--- config.mk ---
export PLATFORM = sky130hd
export DESIGN_NAME = ccd_readout_seq
export DESIGN_NICKNAME = d
export VERILOG_FILES = /design/src/rtl/ccdro_pkg.sv /design/src/rtl/ccdro_phase_gen.sv /design/src/rtl/ccdro_expo_timer.sv /design/src/rtl/ccdro_pixel_tagger.sv /design/src/rtl/ccd_readout_seq.sv
export SDC_FILE = /design/constraint.sdc
export NUM_CORES = 1
export LEC_CHECK = 0
export ABC_AREA = 1
export BUFFER_PORTS_ARGS = -buffer_cell sky130_fd_sc_hd__buf_2
export CAP_MARGIN = 20
export CORE_MARGIN = 5
export CORE_UTILIZATION = 55
export CTS_CLUSTER_DIAMETER = 120
export CTS_CLUSTER_SIZE = 14
export DETAILED_ROUTE_END_ITERATION = 7
export GPL_ROUTABILITY_DRIVEN = 0
export GPL_TIMING_DRIVEN = 0
export PLACE_DENSITY = 0.88
export SLEW_MARGIN = 20
export SYNTH_ARGS = -nofsm -noshare
export SYNTH_HDL_FRONTEND = slang
export SYNTH_SLANG_ARGS = --single-unit
--- constraint.sdc ---
create_clock -name clk -period 2.4 [get_ports clk]
set_clock_uncertainty 0.1 [all_clocks]
set_input_delay 0.48 -clock clk [delete_from_list [all_inputs] [get_ports clk]]
set_output_delay 0.48 -clock clk [all_outputs]
set_load 0.02 [all_outputs]
--- src/rtl/ccdro_pkg.sv ---
package ccdro_pkg;

    localparam int DWELL_W = 8;

    // Rest level: phases 1 and 2 collecting, phase 3 barrier
    localparam logic [2:0] PHASE_REST = 3'b011;

    typedef enum logic [1:0] {
        REG_GUARD = 2'd0,
        REG_DARK  = 2'd1,
        REG_IMAGE = 2'd2,
        REG_OVER  = 2'd3
    } region_e;

    typedef enum logic [2:0] {
        ST_IDLE,
        ST_EXPOSE,
        ST_XFER,
        ST_VSHIFT,
        ST_HREAD
    } seq_state_e;

    typedef struct packed {
        logic [DWELL_W-1:0] par_dwell;
        logic [DWELL_W-1:0] ser_dwell;
        logic               amp_right;
        logic               dbc;
    } frame_cfg_t;

    function automatic logic [2:0] step_onehot(input logic [1:0] step, input logic rev);
        logic [2:0] v;
        v = 3'b001 << step;
        if (rev) v = {v[0], v[1], v[2]};
        return v;
    endfunction

endpackage

--- src/rtl/ccdro_phase_gen.sv ---
module ccdro_phase_gen
    import ccdro_pkg::*;
#(
    parameter int DW = 8
) (
    input  logic          clk,
    input  logic          rst,
    input  logic          en,
    input  logic [DW-1:0] dwell,
    input  logic          rev,
    output logic [2:0]    phase,
    output logic          first,
    output logic          last
);
    logic [DW-1:0] cnt;
    logic [1:0]    step;

    always_ff @(posedge clk) begin
        if (rst || !en) begin
            cnt  <= '0;
            step <= '0;
        end else if (cnt == dwell) begin
            cnt  <= '0;
            step <= (step == 2'd2) ? 2'd0 : step + 2'd1;
        end else begin
            cnt <= cnt + 1'b1;
        end
    end

    assign phase = step_onehot(step, rev);
    assign first = en && (cnt == '0) && (step == 2'd0);
    assign last  = en && (cnt == dwell) && (step == 2'd2);

endmodule

--- src/rtl/ccdro_expo_timer.sv ---
module ccdro_expo_timer #(
    parameter int TW = 16
) (
    input  logic          clk,
    input  logic          rst,
    input  logic          load,
    input  logic [TW-1:0] integ,
    output logic          done
);
    logic [TW-1:0] remain;

    always_ff @(posedge clk) begin
        if (rst) begin
            remain <= '0;
        end else if (load) begin
            remain <= (integ == '0) ? '0 : integ - 1'b1;
        end else if (remain != '0) begin
            remain <= remain - 1'b1;
        end
    end

    assign done = (remain == '0);

endmodule

--- src/rtl/ccdro_pixel_tagger.sv ---
module ccdro_pixel_tagger
    import ccdro_pkg::*;
#(
    parameter int COL_W     = 10,
    parameter int GUARD_PIX = 8,
    parameter int DARK_PIX  = 8,
    parameter int IMG_COLS  = 768,
    parameter int WIN_FIRST = 18,
    parameter int WIN_LAST  = 783
) (
    input  logic [COL_W-1:0] pos,
    output region_e          region,
    output logic             in_win
);
    localparam int LEAD   = GUARD_PIX + DARK_PIX;
    localparam int NPHYS  = IMG_COLS + 2 * LEAD;
    localparam logic [COL_W-1:0] B_GUARD = COL_W'(GUARD_PIX);
    localparam logic [COL_W-1:0] B_DARK  = COL_W'(LEAD);
    localparam logic [COL_W-1:0] B_IMAGE = COL_W'(LEAD + IMG_COLS);
    localparam logic [COL_W-1:0] B_DARK2 = COL_W'(LEAD + IMG_COLS + DARK_PIX);
    localparam logic [COL_W-1:0] B_PHYS  = COL_W'(NPHYS);
    localparam logic [COL_W-1:0] W_LO    = COL_W'(WIN_FIRST);
    localparam logic [COL_W-1:0] W_HI    = COL_W'(WIN_LAST);

    always_comb begin
        if (pos < B_GUARD)      region = REG_GUARD;
        else if (pos < B_DARK)  region = REG_DARK;
        else if (pos < B_IMAGE) region = REG_IMAGE;
        else if (pos < B_DARK2) region = REG_DARK;
        else if (pos < B_PHYS)  region = REG_GUARD;
        else                    region = REG_OVER;
    end

    assign in_win = (pos >= W_LO) && (pos <= W_HI);

endmodule

--- src/rtl/ccd_readout_seq.sv ---
module ccd_readout_seq
    import ccdro_pkg::*;
#(
    parameter int ROWS      = 512,
    parameter int IMG_COLS  = 768,
    parameter int GUARD_PIX = 8,
    parameter int DARK_PIX  = 8,
    parameter int OVER_PIX  = 32,
    parameter int WIN_FIRST = 18,
    parameter int WIN_LAST  = 783,
    parameter int COL_W     = 10,
    parameter int ROW_W     = 10,
    parameter int TIME_W    = 16
) (
    input  logic              clk,
    input  logic              rst,
    input  logic              start_i,
    input  logic [TIME_W-1:0] integ_i,
    input  logic [DWELL_W-1:0] par_dwell_i,
    input  logic [DWELL_W-1:0] ser_dwell_i,
    input  logic              amp_right_i,
    input  logic              dbc_mode_i,
    output logic [2:0]        img_phase_o,
    output logic [2:0]        store_phase_o,
    output logic [2:0]        ser_phase_o,
    output logic [1:0]        amp_en_o,
    output logic              adc_conv_o,
    output logic              valid_o,
    output logic [COL_W-1:0]  col_o,
    output logic [ROW_W-1:0]  row_o,
    output logic [1:0]        region_o,
    output logic              in_win_o,
    output logic              frame_start_o,
    output logic              row_start_o,
    output logic              busy_o
);
    localparam int NPIX = IMG_COLS + 2 * (GUARD_PIX + DARK_PIX) + OVER_PIX;
    localparam logic [COL_W-1:0] LAST_PIX = COL_W'(NPIX - 1);
    localparam logic [ROW_W-1:0] LAST_ROW = ROW_W'(ROWS - 1);

    seq_state_e       state;
    frame_cfg_t       cfg;
    logic             pending;
    logic [ROW_W-1:0] row_cnt;
    logic [COL_W-1:0] pix_cnt;

    logic       par_en, ser_en;
    logic [2:0] par_ph, ser_ph;
    logic       par_first, par_last, ser_first, ser_last;
    logic       expo_done, expo_load;
    logic       row_end, frame_end, go_idle;
    logic       conv, sample_ok;
    logic [COL_W-1:0] sample_pos;
    region_e    tag_region;
    logic       tag_win;

    assign par_en = (state == ST_XFER) || (state == ST_VSHIFT);
    assign ser_en = (state == ST_HREAD);

    ccdro_phase_gen #(.DW(DWELL_W)) u_par (
        .clk(clk), .rst(rst), .en(par_en), .dwell(cfg.par_dwell), .rev(1'b0),
        .phase(par_ph), .first(par_first), .last(par_last)
    );

    ccdro_phase_gen #(.DW(DWELL_W)) u_ser (
        .clk(clk), .rst(rst), .en(ser_en), .dwell(cfg.ser_dwell), .rev(cfg.amp_right),
        .phase(ser_ph), .first(ser_first), .last(ser_last)
    );

    assign row_end   = ser_en && ser_last && (pix_cnt == LAST_PIX);
    assign frame_end = row_end && (row_cnt == LAST_ROW);
    assign go_idle   = (state == ST_IDLE) && (start_i || pending);
    assign expo_load = go_idle || (frame_end && pending);

    ccdro_expo_timer #(.TW(TIME_W)) u_expo (
        .clk(clk), .rst(rst), .load(expo_load), .integ(integ_i), .done(expo_done)
    );

    always_ff @(posedge clk) begin
        if (rst) begin
            state   <= ST_IDLE;
            cfg     <= '0;
            pending <= 1'b0;
            row_cnt <= '0;
            pix_cnt <= '0;
        end else begin
            if (start_i && state != ST_IDLE) pending <= 1'b1;
            case (state)
                ST_IDLE: begin
                    if (go_idle) begin
                        state   <= ST_EXPOSE;
                        pending <= 1'b0;
                        cfg     <= '{par_dwell_i, ser_dwell_i, amp_right_i, dbc_mode_i};
                    end
                end
                ST_EXPOSE: begin
                    if (expo_done) begin
                        state   <= ST_XFER;
                        row_cnt <= '0;
                    end
                end
                ST_XFER: begin
                    if (par_last) begin
                        if (row_cnt == LAST_ROW) begin
                            row_cnt <= '0;
                            state   <= ST_VSHIFT;
                        end else begin
                            row_cnt <= row_cnt + 1'b1;
                        end
                    end
                end
                ST_VSHIFT: begin
                    if (par_last) begin
                        state   <= ST_HREAD;
                        pix_cnt <= '0;
                    end
                end
                ST_HREAD: begin
                    if (ser_last) begin
                        if (pix_cnt == LAST_PIX) begin
                            pix_cnt <= '0;
                            if (row_cnt == LAST_ROW) begin
                                row_cnt <= '0;
                                if (pending) begin
                                    state   <= ST_EXPOSE;
                                    pending <= 1'b0;
                                    cfg     <= '{par_dwell_i, ser_dwell_i, amp_right_i, dbc_mode_i};
                                end else begin
                                    state <= ST_IDLE;
                                end
                            end else begin
                                row_cnt <= row_cnt + 1'b1;
                                state   <= ST_VSHIFT;
                            end
                        end else begin
                            pix_cnt <= pix_cnt + 1'b1;
                        end
                    end
                end
                default: state <= ST_IDLE;
            endcase
        end
    end

    // Sample tagging
    assign conv       = ser_en && (cfg.dbc ? ser_first : ser_last);
    assign sample_ok  = conv && !(cfg.dbc && pix_cnt == '0);
    assign sample_pos = cfg.dbc ? pix_cnt - 1'b1 : pix_cnt;

    ccdro_pixel_tagger #(
        .COL_W(COL_W), .GUARD_PIX(GUARD_PIX), .DARK_PIX(DARK_PIX),
        .IMG_COLS(IMG_COLS), .WIN_FIRST(WIN_FIRST), .WIN_LAST(WIN_LAST)
    ) u_tag (
        .pos(sample_pos), .region(tag_region), .in_win(tag_win)
    );

    assign img_phase_o   = (state == ST_XFER) ? par_ph : PHASE_REST;
    assign store_phase_o = par_en ? par_ph : PHASE_REST;
    assign ser_phase_o   = ser_en ? ser_ph : PHASE_REST;
    assign amp_en_o      = ser_en ? (cfg.amp_right ? 2'b10 : 2'b01) : 2'b00;
    assign adc_conv_o    = conv;
    assign valid_o       = sample_ok;
    assign col_o         = sample_ok ? sample_pos : '0;
    assign region_o      = sample_ok ? tag_region : REG_GUARD;
    assign in_win_o      = sample_ok && tag_win;
    assign row_o         = conv ? row_cnt : '0;
    assign row_start_o   = conv && (pix_cnt == '0);
    assign frame_start_o = conv && (pix_cnt == '0) && (row_cnt == '0);
    assign busy_o        = par_en || ser_en;

    logic unused_first;
    assign unused_first = par_first;

endmodule

Yosys cells after proc, flatten, opt, wreduce, memory -nomap -nowiden. Index checks and enable logic that the tools add are counted.

Bitwise logic cells: 0. Reductions and logical operators: 47. Shift operators: 2. $lt $le $gt $ge: 7. Add/subtract/negate cells: 9. Equality and inequality tests: 19. Multiplexer cells: 54. $mul: 0. Divide/modulo/power cells: 0.

Operator list (count): 10-bit 2-to-1 mux (11); 18-bit 2-to-1 mux (5); 16-bit 2-to-1 mux (3); 3-bit 2-to-1 mux (12); 18-bit one-hot mux with 2 select lines (1); 16-bit logical NOT (2); 16-bit by 1-bit subtractor with 16-bit output (second input constant) (2); 10-bit less-than comparator (second input constant) (3); 10-bit one-hot mux with 3 select lines (1); 10-bit by 1-bit adder with 10-bit output (second input constant) (2); 10-bit logical NOT (2); 2-bit 2-to-1 mux (10); 10-bit one-hot mux with 2 select lines (1); 1-bit logical AND (19); 8-bit by 1-bit adder with 8-bit output (second input constant) (2); 8-bit == test (2); 16-bit nonzero test (1); 3-bit one-hot mux with 5 select lines (1); 10-bit == test (second input constant) (1); 10-bit by 9-bit == test with 1-bit output (second input constant) (1); 10-bit by 5-bit >= comparator with 1-bit output (second input constant) (1); 10-bit less-or-equal comparator (second input constant) (1); 10-bit by 4-bit less-than comparator with 1-bit output (second input constant) (1); 10-bit by 5-bit less-than comparator with 1-bit output (second input constant) (1); other kinds (23) (52).

Memory bits (writable): 0. Input port bits: 37. Register bits: 78. Memory bits (read-only): 0. Latch bits: 0. Logic and storage cells: 151. Memories: 0.

Logic depth before layout (Yosys ltp). Gate-level depths: netlist of the first run.

Depth in word-level cells: 9. Gate-level depth with buffers: 15. Mapped depth without buffers: 14.

By module. Synthesis of the first run repeated with hierarchy kept, for this count alone.

Cell total of the unflattened synthesis: 993. Area, all modules: 6000.8 um2.

Modules (own cells, without submodules): ccd_readout_seq (cells an instance 474, instances 1, area an instance 2884.0 um2); ccdro_expo_timer (cells an instance 263, instances 1, area an instance 1557.7 um2); ccdro_phase_gen (cells an instance 117, instances 2, area an instance 725.7 um2); ccdro_pixel_tagger (cells an instance 22, instances 1, area an instance 107.6 um2).

Worst setup path before layout of the first run. No wires, ideal clock.

Path kind: flip-flop to output port. From: register pix_cnt[0]. To: output in_win_o. Path slack: -0.077 ns. Arrival: 1.897 ns. Data required time: 1.820 ns. Cell stages (with the launch flop): 13. Buffers on the path: 0. Cells stage by stage: dfxtp_1 inv_1 ha_1 nand2_1 nor3_2 nand2_1 nand2_1 nand2_1 nor2_2 nand2_1 clkinv_1 nor2_1 nor3_1.

Word-level cells in the longest chain between the ends: 5. Elaborated cells on any way between the ends: 10.

Ends and longest elaborated chain: start: declaration (line ccd_readout_seq.sv:45) `logic [COL_W-1:0] pix_cnt;`; start signal: assignment (line ccd_readout_seq.sv:136) `pix_cnt <= pix_cnt + 1'b1;`; 10-bit by 1-bit subtractor with 10-bit output / 10-bit logical NOT (equally long branches) (line ccd_readout_seq.sv:148, ccd_readout_seq.sv:147); 10-bit 2-to-1 mux / 1-bit logical AND (equally long branches) (line ccd_readout_seq.sv:148, ccd_readout_seq.sv:147); 10-bit by 5-bit >= comparator with 1-bit output, or another cell as far along (line ccdro_pixel_tagger.sv:34) `assign in_win = (pos >= W_LO) && (pos <= W_HI);`; 1-bit logical AND, on equally long branches (line ccdro_pixel_tagger.sv:34, ccd_readout_seq.sv:147); 1-bit logical AND * (line ccd_readout_seq.sv:165) `assign in_win_o = sample_ok && tag_win;`; end: declaration (line ccd_readout_seq.sv:32) `output logic in_win_o,`.

Mark *: on every way between the ends. The rest lies on a longest branch, timed or not.

Worst setup path after layout of the first run.
From: register u_ser.cnt[2]. To: output region_o[0].

Word-level cells in the longest chain between the ends: 7. Elaborated cells on any way between the ends: 10.

Ends and longest elaborated chain: start: declaration (line ccdro_phase_gen.sv:15) `logic [DW-1:0] cnt;`; start signal: assignment (line ccdro_phase_gen.sv:26) `cnt <= cnt + 1'b1;`; 8-bit == test / 8-bit logical NOT (equally long branches) (line ccdro_phase_gen.sv:32, ccdro_phase_gen.sv:31); 1-bit logical AND, on equally long branches (2 in a row) (line ccdro_phase_gen.sv:32, ccdro_phase_gen.sv:31); 1-bit 2-to-1 mux * (line ccd_readout_seq.sv:146) `assign conv = ser_en && (cfg.dbc ? ser_first : ser_last);`; 1-bit logical AND * (line ccd_readout_seq.sv:146); 1-bit logical AND * (line ccd_readout_seq.sv:147) `assign sample_ok = conv && !(cfg.dbc && pix_cnt == '0);`; 2-bit 2-to-1 mux * (line ccd_readout_seq.sv:164) `assign region_o = sample_ok ? tag_region : REG_GUARD;`; end: declaration (line ccd_readout_seq.sv:31) `output logic [1:0] region_o,`.

Marks and branches as above.

==> results of run 1 <==
metrics by stage:
step / util / instances / hold slack (ns)
after floorplan: - / 866 / 0.330
after global placement: 0.626 / 1069 / 0.344
after detailed placement: 0.626 / 1069 / 0.362
final: 0.741 / 1122 / 0.245
after CTS: 0.698 / 1106 / 0.238
after global routing: 0.741 / 1122 / 0.271
tightest hold or removal path: stages:
cell and delay [ns]:
buf_2 0.07, nor2_1 0.04, nor2_1 0.08
per-layer routing:
metal  routed length, µm  track usage
met2                7960        0.460
met3                 942       0.0388
met5                   0            0
met1                6160        0.290
met4                 599        0.104
final timing paths:
kind	endpoint	depth (start not counted)	slack (ns)	start
min reg2reg	cfg[9]	2	0.38	cfg[9]
min	cfg[13]	3	0.25	par_dwell_i[3]
max	region_o[0]	13	-0.40	u_ser.cnt[2]
max reg2reg	row_cnt[3]	14	0.04	pix_cnt[0]
flip-flops by register name, summed over array words and instances, names as in the netlist:
register,count
cfg,18
pending,1
pix_cnt,10
row_cnt,10
state,3
u_expo.remain,16
u_par.cnt,8
u_par.step,2
u_ser.cnt,8
u_ser.step,2
cells by family (layout without fill, tap and decap cells):
family                   Yosys count  count (layout)  synth area share
buffers and inverters            142             267             0.108
AO/OA/AOI/OAI                    112             112             0.113
adder cells (fa/ha/maj)           10              10            0.0236
XOR/XNOR                          35              35            0.0578
AND/OR/NAND/NOR                  489             491             0.403
flip-flops                        78              78             0.295
power groups by stage:
stage                     registers, µW  logic, µW  clock network, µW
final                              1810       2940               1110
after global routing               1840       3260               1180
after CTS                          1800       2570               1120
after detailed placement           1810       2420                  0
after global placement             1800       2370                  0
after floorplan                    1760       1930                  0
placed cells by master (no fill, tap or decap), drive strengths merged:
cell,n
clkinvlp,1
nor4,2
nor3b,4
nor2,162
nand3,48
or2,6
clkinv,4
nand4,22
bufinv,2
o21ai,50
a21boi,1
xor2,27
inv,122
nand2,216
nand3b,2
a31oi,2
nor3,28
xnor2,8
o31ai,1
a21oi,55
clkbuf,17
and2,1
buf,121
o21bai,1
a211oi,1
dfxtp,78
ha,10
a22oi,1
layout make-up:
class / count / area (µm²) / share of cell area
Sequential cell: 78 / 1600 / 0.231
Timing Repair Buffer: 109 / 787 / 0.114
Tap cell: 129 / 161 / 0.0234
Inverter: 123 / 474 / 0.0686
Clock inverter: 6 / 93.8 / 0.0136
Multi-Input combinational cell: 648 / 3530 / 0.512
Clock buffer: 10 / 128 / 0.0185
Buffer: 19 / 134 / 0.0194
timing repair:
item | CTS | global route
pin swaps | 19 | 28
buffers inserted | 19 | 14
resized for setup | 102 | 90
gates cloned | 2 | 2
endpoints found under the setup margin | 27 | 49
==> results.md, run 1 <==
- Yosys top cell area share: 0.295
- Final instance area: 6910 µm²
- Setup TNS: -8.67 ns
- Number of vias per cell: 5.35
- Unique cell type count in the Yosys netlist: 40
- Startpoint types: flop
- Vias in the first global route: ~5600
- Max Cap Viol: 0
- Post-synth net total: between 900 and 1000
- Post-DP HPWL: approximately 9900 µm
- Share of power burned in registers: 0.309
- GRT Util Overall: 0.251
- Initial Util: 0.568
- Switch Pwr: about 2700 µW
- Total power: 5860 µW
- Status: finished with violations
- Routed WL: 15700 µm
- Wirelength per Cell: 14.0 µm
- Cell internal pwr: approximately 3200 µW
- Post-Syn Area: 5300 µm²
- Cts hold-fix bufs: 0
- Post-synth top flop: dfxtp_1
- Pre-CTS setup slack: -0.138 ns
- CTS max path bufs: 2
- #FFs+latches synth: slightly below 80
- Placed cell area: roughly 6000 µm²
- RSZ-0062 raised after global routing: yes
- Type of the worst setup path: flop to primary output
- Max frequency: 357 MHz
- Fillers: 703
- Final setup fails: 27
- Die X: 108 µm
- CP peak stage delay: 0.35 ns
- Cells after Synth: 866
- Worst path bufs/invs: 3
- Num rows: 35
- Minimum clock period: about 2.8 ns
- CTS tree: built
- PwrDens: 849 nW/µm²
- GRT overflow: 0
- Slew headroom: 0.611
- Post-synthesis sequential area ratio: 0.295
- Critical Path Sink Type: primary output
- Fin. Hold Viols: 0
- Hold/Removal Path Class: primary input to flop
- Worst slew pin tran: 0.584 ns
- Avg Cell Area, Syn: about 6.1 µm²
- Area leader, netlist: dfxtp_1
- Share of layout cells above drive strength 1: 0.267
- Slowest CP cell: dfxtp_2
- Post-route ant nets: 0
- ANT cells: 0
- Final Max Slew Viols: 0
- Initial antenna violation count: 0
- Drt drc: 0
- Post-synth ARST share: 0
- Clock power share: 0.190
- Area contributors post-synth: dfxtp_1, nand2_1, nor2_1
- Crit-path cells: inv_2, nand2_1, nand2_1, nor2_1, nand2_1, nor2_4, nand2_2, o21ai_4, nand3_4, inv_2, nand2_1, nor2_1, buf_4
- Clk slew on worst S/H paths: 0.09 ns
- Die outline height: 108 µm
- Final worst path period share: 1.17
- Largest net degree at the start of global routing: 15
- H-tree depth: 3
- Pre-antenna DRT Iters: 5
- CP Data Required Time: 1.82 ns
- Most frequent cells after synthesis: nand2_1, nor2_1, inv_1
- EDFF count, synth: 0
- Core Box Area: 9330 µm²
- CTS buffer count: 9
- P&R area growth vs syn: 30.3%
- IO buf count: 74
- Final WS setup: -0.402 ns
- Sw Share: 0.453
- Clk sinks: 78
- Synthesis warning total: 0
- Static Leak: ~0.0031 µW
- CP top delay family: simple AND/OR/NAND/NOR gates
- IO Pins: 76
- Worst IR drop on VDD: roughly 0.44 mV
- Most numerous cell in the Yosys netlist: nand2_1
- Failing checks: negative setup slack
- DRT iter0 DRCs: around 470
- Clock Latency Late Sink: 0.36 ns
- Via count: around 6000
- CTS Root Cell: clkbuf_8
- DIE AREA: ~12000 µm²
- Global-route wire length before repair: around 24000 µm
- Gate power share: 0.501
- Final #Nets: between 1000 and 1500
- Crit path max fanout: 4
- CP arrival: 2.22 ns
- Crit-path most repeated cell: nand2_1
(Power assumes the default switching activity.)
==> run 2, diff against run 1 <==
--- a/config.mk
+++ b/config.mk
@@ -5,7 +5,6 @@
 export SDC_FILE = /design/constraint.sdc
 export NUM_CORES = 1
 export LEC_CHECK = 0
-export ABC_AREA = 1
 export BUFFER_PORTS_ARGS = -buffer_cell sky130_fd_sc_hd__buf_2
 export CAP_MARGIN = 20
 export CORE_MARGIN = 5
@@ -15,7 +14,7 @@
 export DETAILED_ROUTE_END_ITERATION = 7
 export GPL_ROUTABILITY_DRIVEN = 0
 export GPL_TIMING_DRIVEN = 0
-export PLACE_DENSITY = 0.88
+export PLACE_DENSITY = 0.78
 export SLEW_MARGIN = 20
 export SYNTH_ARGS = -nofsm -noshare
 export SYNTH_HDL_FRONTEND = slang
==> run 2 against run 1 <==
  * The flow still finishes with violations (negative setup slack)
  * Total power barely moved
  * Via count fell by 8.3%
  * Sequential share of layout area barely moved
  * Global-route usage fell by 0.24 points
  * Critical path depth fell by 4
  * Critical path type unchanged
  * Largest cell class unchanged
  * Largest power group unchanged
  * Highest routed layer unchanged
==> results.md, run 2 <==
- Number of vias per cell: 6.34
- Max Cap Viol: 0
- GRT overflow: 0
- Largest net degree at the start of global routing: 16
- Die X: 104 µm
- Worst Hold End: cfg[11]
- Fin. Hold Viols: 0
- Yosys top cell area share: 0.318
- Post-synth top flop: dfxtp_1
- Final Max Slew Viols: 0
- Most common cell after layout, fill and taps aside: nor2_1
- Post-DP HPWL: 9560 µm
- PwrDens: roughly 820 nW/µm²
- Static Leak: around 0.0028 µW
- Worst R2R Setup Slack: -0.14 ns
- Post-Syn Area: approximately 5000 µm²
- Via count: about 5500
- Crit-path cells: or4_4, nor3_4, nand3_2, and2_4, o21ai_4, buf_12, buf_12, nor2_4, buf_6
- Routed WL: 17300 µm
- RR Startpoint: u_ser.cnt[5]
- Hold path startpoint: par_dwell_i[1]
- Worst slew pin tran: 0.698 ns
- Slowest CP cell: or4_4
- RSZ-0062 raised after global routing: yes
- #FFs+latches synth: 78
- Clock Latency Late Sink: 0.37 ns
- P&R area growth vs syn: 45.9%
- Initial antenna violation count: 0
- Worst IR drop on VDD: 0.588 mV
- Hold depth: 3
- Final WS setup: -0.640 ns
- Most numerous cell in the Yosys netlist: nor2_1
- Area leader, netlist: dfxtp_1
- Failing checks: negative setup slack
- Crit path max fanout: 5
- Worst r2r path cells: 8
- CTS max path bufs: 2
- Post-synth net total: 656
- Pre-CTS setup slack: -0.597 ns
- Critical Path Sink Type: primary output
- Startpoint types: flop
- Final #Nets: about 800
- Num rows: 34
- Clk slew on worst S/H paths: approximately 0.09 ns
- DRT iter0 DRCs: approximately 550
- Max reg flops: 18
- CP peak stage delay: 0.60 ns
- Core Box Area: approximately 8700 µm²
- H-tree depth: 3
- Final setup fails: 38
- Unique cell type count in the Yosys netlist: 62
- CP Data Required Time: 1.82 ns
- Type of the worst setup path: flop to primary output
- EDFF count, synth: 0
- CTS buffer count: 9
- Post-synthesis sequential area ratio: 0.318
- Hold/Removal Path Class: primary input to flop
- IO Pins: 76
- Crit-path most repeated cell: buf_12
- Reg with most FFs: cfg
- Slew headroom: 0.531
- Post-route ant nets: 0
- Clk sinks: slightly below 80
- CTS tree: built
- DIE AREA: 10900 µm²
- ANT cells: 0
- Vias in the first global route: 4910
- Top flop regs: cfg x18, u_expo.remain x16
- Drt drc: 0
- Max frequency: around 330 MHz
- Core Util, Final: 0.821
- Post-synth ARST share: 0
- Most frequent cells after synthesis: nor2_1, dfxtp_1, xnor2_1
- Wirelength per Cell: 20.0 µm
- GRT Util Overall: 0.249
- Synthesis warning total: 0
- Minimum clock period: 3.04 ns
- Final worst path period share: 1.27
- CP arrival: about 2.5 ns
- Area contributors post-synth: dfxtp_1, xnor2_1, nor2_1
- Share of layout cells above drive strength 1: 0.439
- IO buf count: 74
- Pre-antenna DRT Iters: 5
- Most frequent cells in the layout: nor2_1, buf_4, buf_2
- Status: finished with violations
- Avg Cell Area, Syn: 8.06 µm²
- Cells after Synth: around 610
- Initial Util: 0.563
- Global-route wire length before repair: about 23000 µm
- CTS Root Cell: clkbuf_8
- Die outline height: 104 µm
- Worst r2r dst: pix_cnt[9]
[run 2: logic make-up after synthesis]
group | count (synthesis) | share of synthesized area
XOR/XNOR | 63 | 0.112
buffers and inverters | 49 | 0.0413
AND/OR/NAND/NOR | 284 | 0.318
AO/OA/AOI/OAI | 102 | 0.138
adder cells (fa/ha/maj) | 10 | 0.0255
flip-flops | 78 | 0.318
multiplexers | 23 | 0.0469
[run 2: worst max-delay path, delay by kind of cell, from the launching register on]
kind                   cells  cell delay [ns]
buffers and inverters      3             0.42
flip-flops                 1             0.36
AND/OR/NAND/NOR            5             1.14
AO/OA/AOI/OAI              1             0.17
[run 2: cell type report]
cell class | instances | area (µm²)
Timing Repair inverter | 1 | 7.51
Tap cell | 108 | 135
Clock buffer | 9 | 124
Clock inverter | 7 | 78.8
Buffer | 24 | 170
Sequential cell | 78 | 1650
Multi-Input combinational cell | 482 | 3810
Inverter | 21 | 86.3
Fill cell | 508 | 1560
Timing Repair Buffer | 138 | 1100
[run 2: power breakdown]
group / switching, µW / total, µW / internal (µW)
Combinational: 1600 / 3030 / 1430
Clock: 568 / 1060 / 496
Sequential: 265 / 1770 / 1510
[run 2: how the worst max path moves through the flow]
stage / from / to / slack (ns) / depth (start not counted)
3_3_place_gp: integ_i[0] / u_expo.remain[15] / -0.44 / 10
5_1_grt: pix_cnt[4] / col_o[3] / -0.75 / 9
4_1_cts: pix_cnt[4] / region_o[0] / -0.55 / 7
2_1_floorplan: pix_cnt[6] / region_o[0] / -0.12 / 7
6_report: pix_cnt[4] / col_o[3] / -0.64 / 9
3_5_place_dp: integ_i[0] / u_expo.remain[15] / -0.60 / 10
[run 2: layer usage]
metal,part of all wire,GRT usage,vias up,wire (µm)
met2,0.50,0.433,339,8690
met4,0.053,0.110,0,914
li1,-,-,2473,-
met5,0,0,-,0
met3,0.079,0.0453,85,1360
met1,0.37,0.297,2607,6360
[run 2: stage by stage]
| step | setup TNS, ns | area (µm²) | hold WS, ns | power, µW | cells |
|---|---|---|---|---|---|
| after floorplan | -1.22 | 5110 | 0.360 | 3290 | 609 |
| after global placement | -13.80 | 5610 | 0.388 | 3670 | 791 |
| after detailed placement | -17.40 | 5610 | 0.390 | 3740 | 791 |
| after CTS | -10.19 | 6390 | 0.246 | 4970 | 829 |
| after global routing | -17.36 | 7160 | 0.257 | 6120 | 868 |
| final | -13.19 | 7160 | 0.239 | 5870 | 868 |
[run 2: repair_timing]
action	CTS	global route
pin swaps	22	40
setup endpoints to repair	80	85
gates cloned	2	2
hold buffers	0	0
endpoints found under the hold margin	0	0
setup buffers	25	40
gates resized for setup	129	117
==> run 3, diff against run 2 <==
--- a/config.mk
+++ b/config.mk
@@ -14,7 +14,7 @@
 export DETAILED_ROUTE_END_ITERATION = 7
 export GPL_ROUTABILITY_DRIVEN = 0
 export GPL_TIMING_DRIVEN = 0
-export PLACE_DENSITY = 0.78
+export PLACE_DENSITY = 0.77
 export SLEW_MARGIN = 20
 export SYNTH_ARGS = -nofsm -noshare
 export SYNTH_HDL_FRONTEND = slang
==> run 3 against run 2 <==
  * The run still ends with negative setup slack left
  * Via count shrank 3.6%
  * Total power shrank 11%
  * First-iteration DRC count shrank 29%
  * Sequential cell count is the same
  * Register-to-register slack gained 0.09 ns
  * Die area is the same
  * Sequential share of layout area grew 0.90 points
  * Design area shrank 4.8%
  * Setup slack lost 0.052 ns
  * Critical path depth shrank 1
  * Global-route usage shrank 0.68 points
  * Routed wire length shrank 8.7%
==> results.md, run 3 (synthesis gave the netlist of run 2 again) <==
- CP peak stage delay: 0.56 ns
- Number of vias per cell: between 6 and 7
- Cts hold-fix bufs: 0
- Slew headroom: 0.584
- Die outline height: between 100 and 150 µm
- Max reg flops: 18
- Global-route wire length before repair: roughly 22000 µm
- Type of the worst setup path: flop to primary output
- PwrDens: between 700 and 800 nW/µm²
- Crit-path most repeated cell: buf_4
- Final #Nets: 791
- CTS Root Cell: clkbuf_8
- ANT cells: 0
- Routed WL: 15800 µm
- Max frequency: 323 MHz
- Hold_ws: 0.236 ns
- Worst IR drop on VDD: 0.491 mV
- CTS buffer count: 9
- Via count: 5308
- Combined area of the multi-input logic cells: 3650 µm²
- Reg with most FFs: cfg
- Final WS setup: -0.693 ns
- Initial Util: 0.563
- CTS tree: built
- Crit path max fanout: 10
- Final worst path period share: 1.29
- Most common cell after layout, fill and taps aside: nor2_1
- Vias in the first global route: 4772
- Critical Path Sink Type: primary output
- Most frequent cells in the layout: nor2_1, buf_2, buf_4
- GRT Util Overall: 0.242
- Failing checks: negative setup slack
- RSZ-0062 raised after global routing: yes
- Core Box Area: 8720 µm²
- Clk slew on worst S/H paths: approximately 0.11 ns
- Largest net degree at the start of global routing: 17
- Slowest CP cell: or4_4
- Pre-antenna DRT Iters: 5
- Clk sinks: 78
- Num rows: 34
- Static Leak: 0.00266 µW
- CP top delay family: simple AND/OR/NAND/NOR gates
- IO buf count: 74
- Fin. Hold Viols: 0
- Drt drc: 0
- Initial antenna violation count: 0
- Total power: 5230 µW
- Clock Latency Late Sink: approximately 0.38 ns
- Die X: 104 µm
- Post-route ant nets: 0
- P&R area growth vs syn: 38.9%
- Wirelength per Cell: about 18 µm
- Setup TNS: -12.40 ns
- Area occupied by registers: approximately 1600 µm²
- GRT overflow: 0
- Top flop regs: cfg x18, u_expo.remain x16
- Final setup fails: 30
- Worst slew pin tran: 0.620 ns
- Post-DP HPWL: 9350 µm
- CTS max path bufs: 2
- DIE AREA: approximately 11000 µm²
- Final Max Slew Viols: 0
- Max Cap Viol: 0
- H-tree depth: 3
- Status: finished with violations
- IO Pins: 76
- Fillers: 582
- Minimum clock period: between 3 and 4 ns
- Core Util, Final: 0.782
- Startpoint types: flop
- Share of layout cells above drive strength 1: 0.386
- CP arrival: 2.51 ns
- Worst path bufs/invs: 2
- Hold/Removal Path Class: primary input to flop
- Crit-path cells: or4_4, nor3_4, xnor2_2, or2_1, buf_4, o21ai_2, a21oi_2, buf_4
- CP Data Required Time: roughly 1.8 ns
- DRT iter0 DRCs: 391
## run 3: cell count changes in the layout (fill, tap and decap cells not counted), sizes merged
cell      previous run  this run
clkbuf              22        21
clkinv               2         1
bufinv               1         0
buf                149       139
clkinvlp             1         3
## run 3: repair_timing
item / CTS / global route
hold endpoints to repair: 0 / 0
pin swaps: 17 / 28
cloned: 1 / 1
gates resized for setup: 84 / 114
buffers inserted: 33 / 22
setup endpoints to repair: 80 / 83
## run 3: worst paths after layout
path,start,end,slack (ns),cells after the start
max,pix_cnt[5],region_o[1],-0.69,8
min,par_dwell_i[0],cfg[10],0.24,3
max reg2reg,state[1],pix_cnt[8],-0.05,7
min reg2reg,u_par.cnt[0],u_par.cnt[0],0.35,1
## run 3: metal layers
metal / vias up / GRT usage / routed length (µm)
met5: - / 0 / 0
met4: 0 / 0.0777 / 591
met3: 71 / 0.0416 / 1080
met2: 279 / 0.419 / 8010
met1: 2494 / 0.303 / 6150
li1: 2464 / - / -
## run 3: cell type report
class                      instances  area share
inverter                          21      0.0127
timing repair inverter             1     0.00110
multi-input combinational        482       0.535
clock inverter                     7     0.00935
sequential                        78       0.240
buffer                            24      0.0237
clock buffer                       9      0.0182
tap                              108      0.0198
timing repair buffer             127       0.140
## run 3: worst register-to-register path: cells and delay by family, from the launching register on
family	cells	cell delay, ns
simple gates	5	1.56
flops	1	0.33
buf+inv	1	0.22
compound gates	1	0.18
## run 3: where the power goes
group          internal, µW  total (µW)  leakage (µW)  switching [µW]
combinational          1130        2490       0.00191            1360
clock                   399         995     0.0000903             596
sequential             1500        1740      0.000655             239
total                  3030        5230       0.00266            2200
## run 3: stage by stage
step                      cell area [µm²]  instances  worst slack, ns
after floorplan                      5110        609           -0.123
after global placement               5610        791           -0.453
after detailed placement             5610        791           -0.574
after CTS                            6300        838           -0.581
after global routing                 6820        857           -0.721
final                                6820        857           -0.693
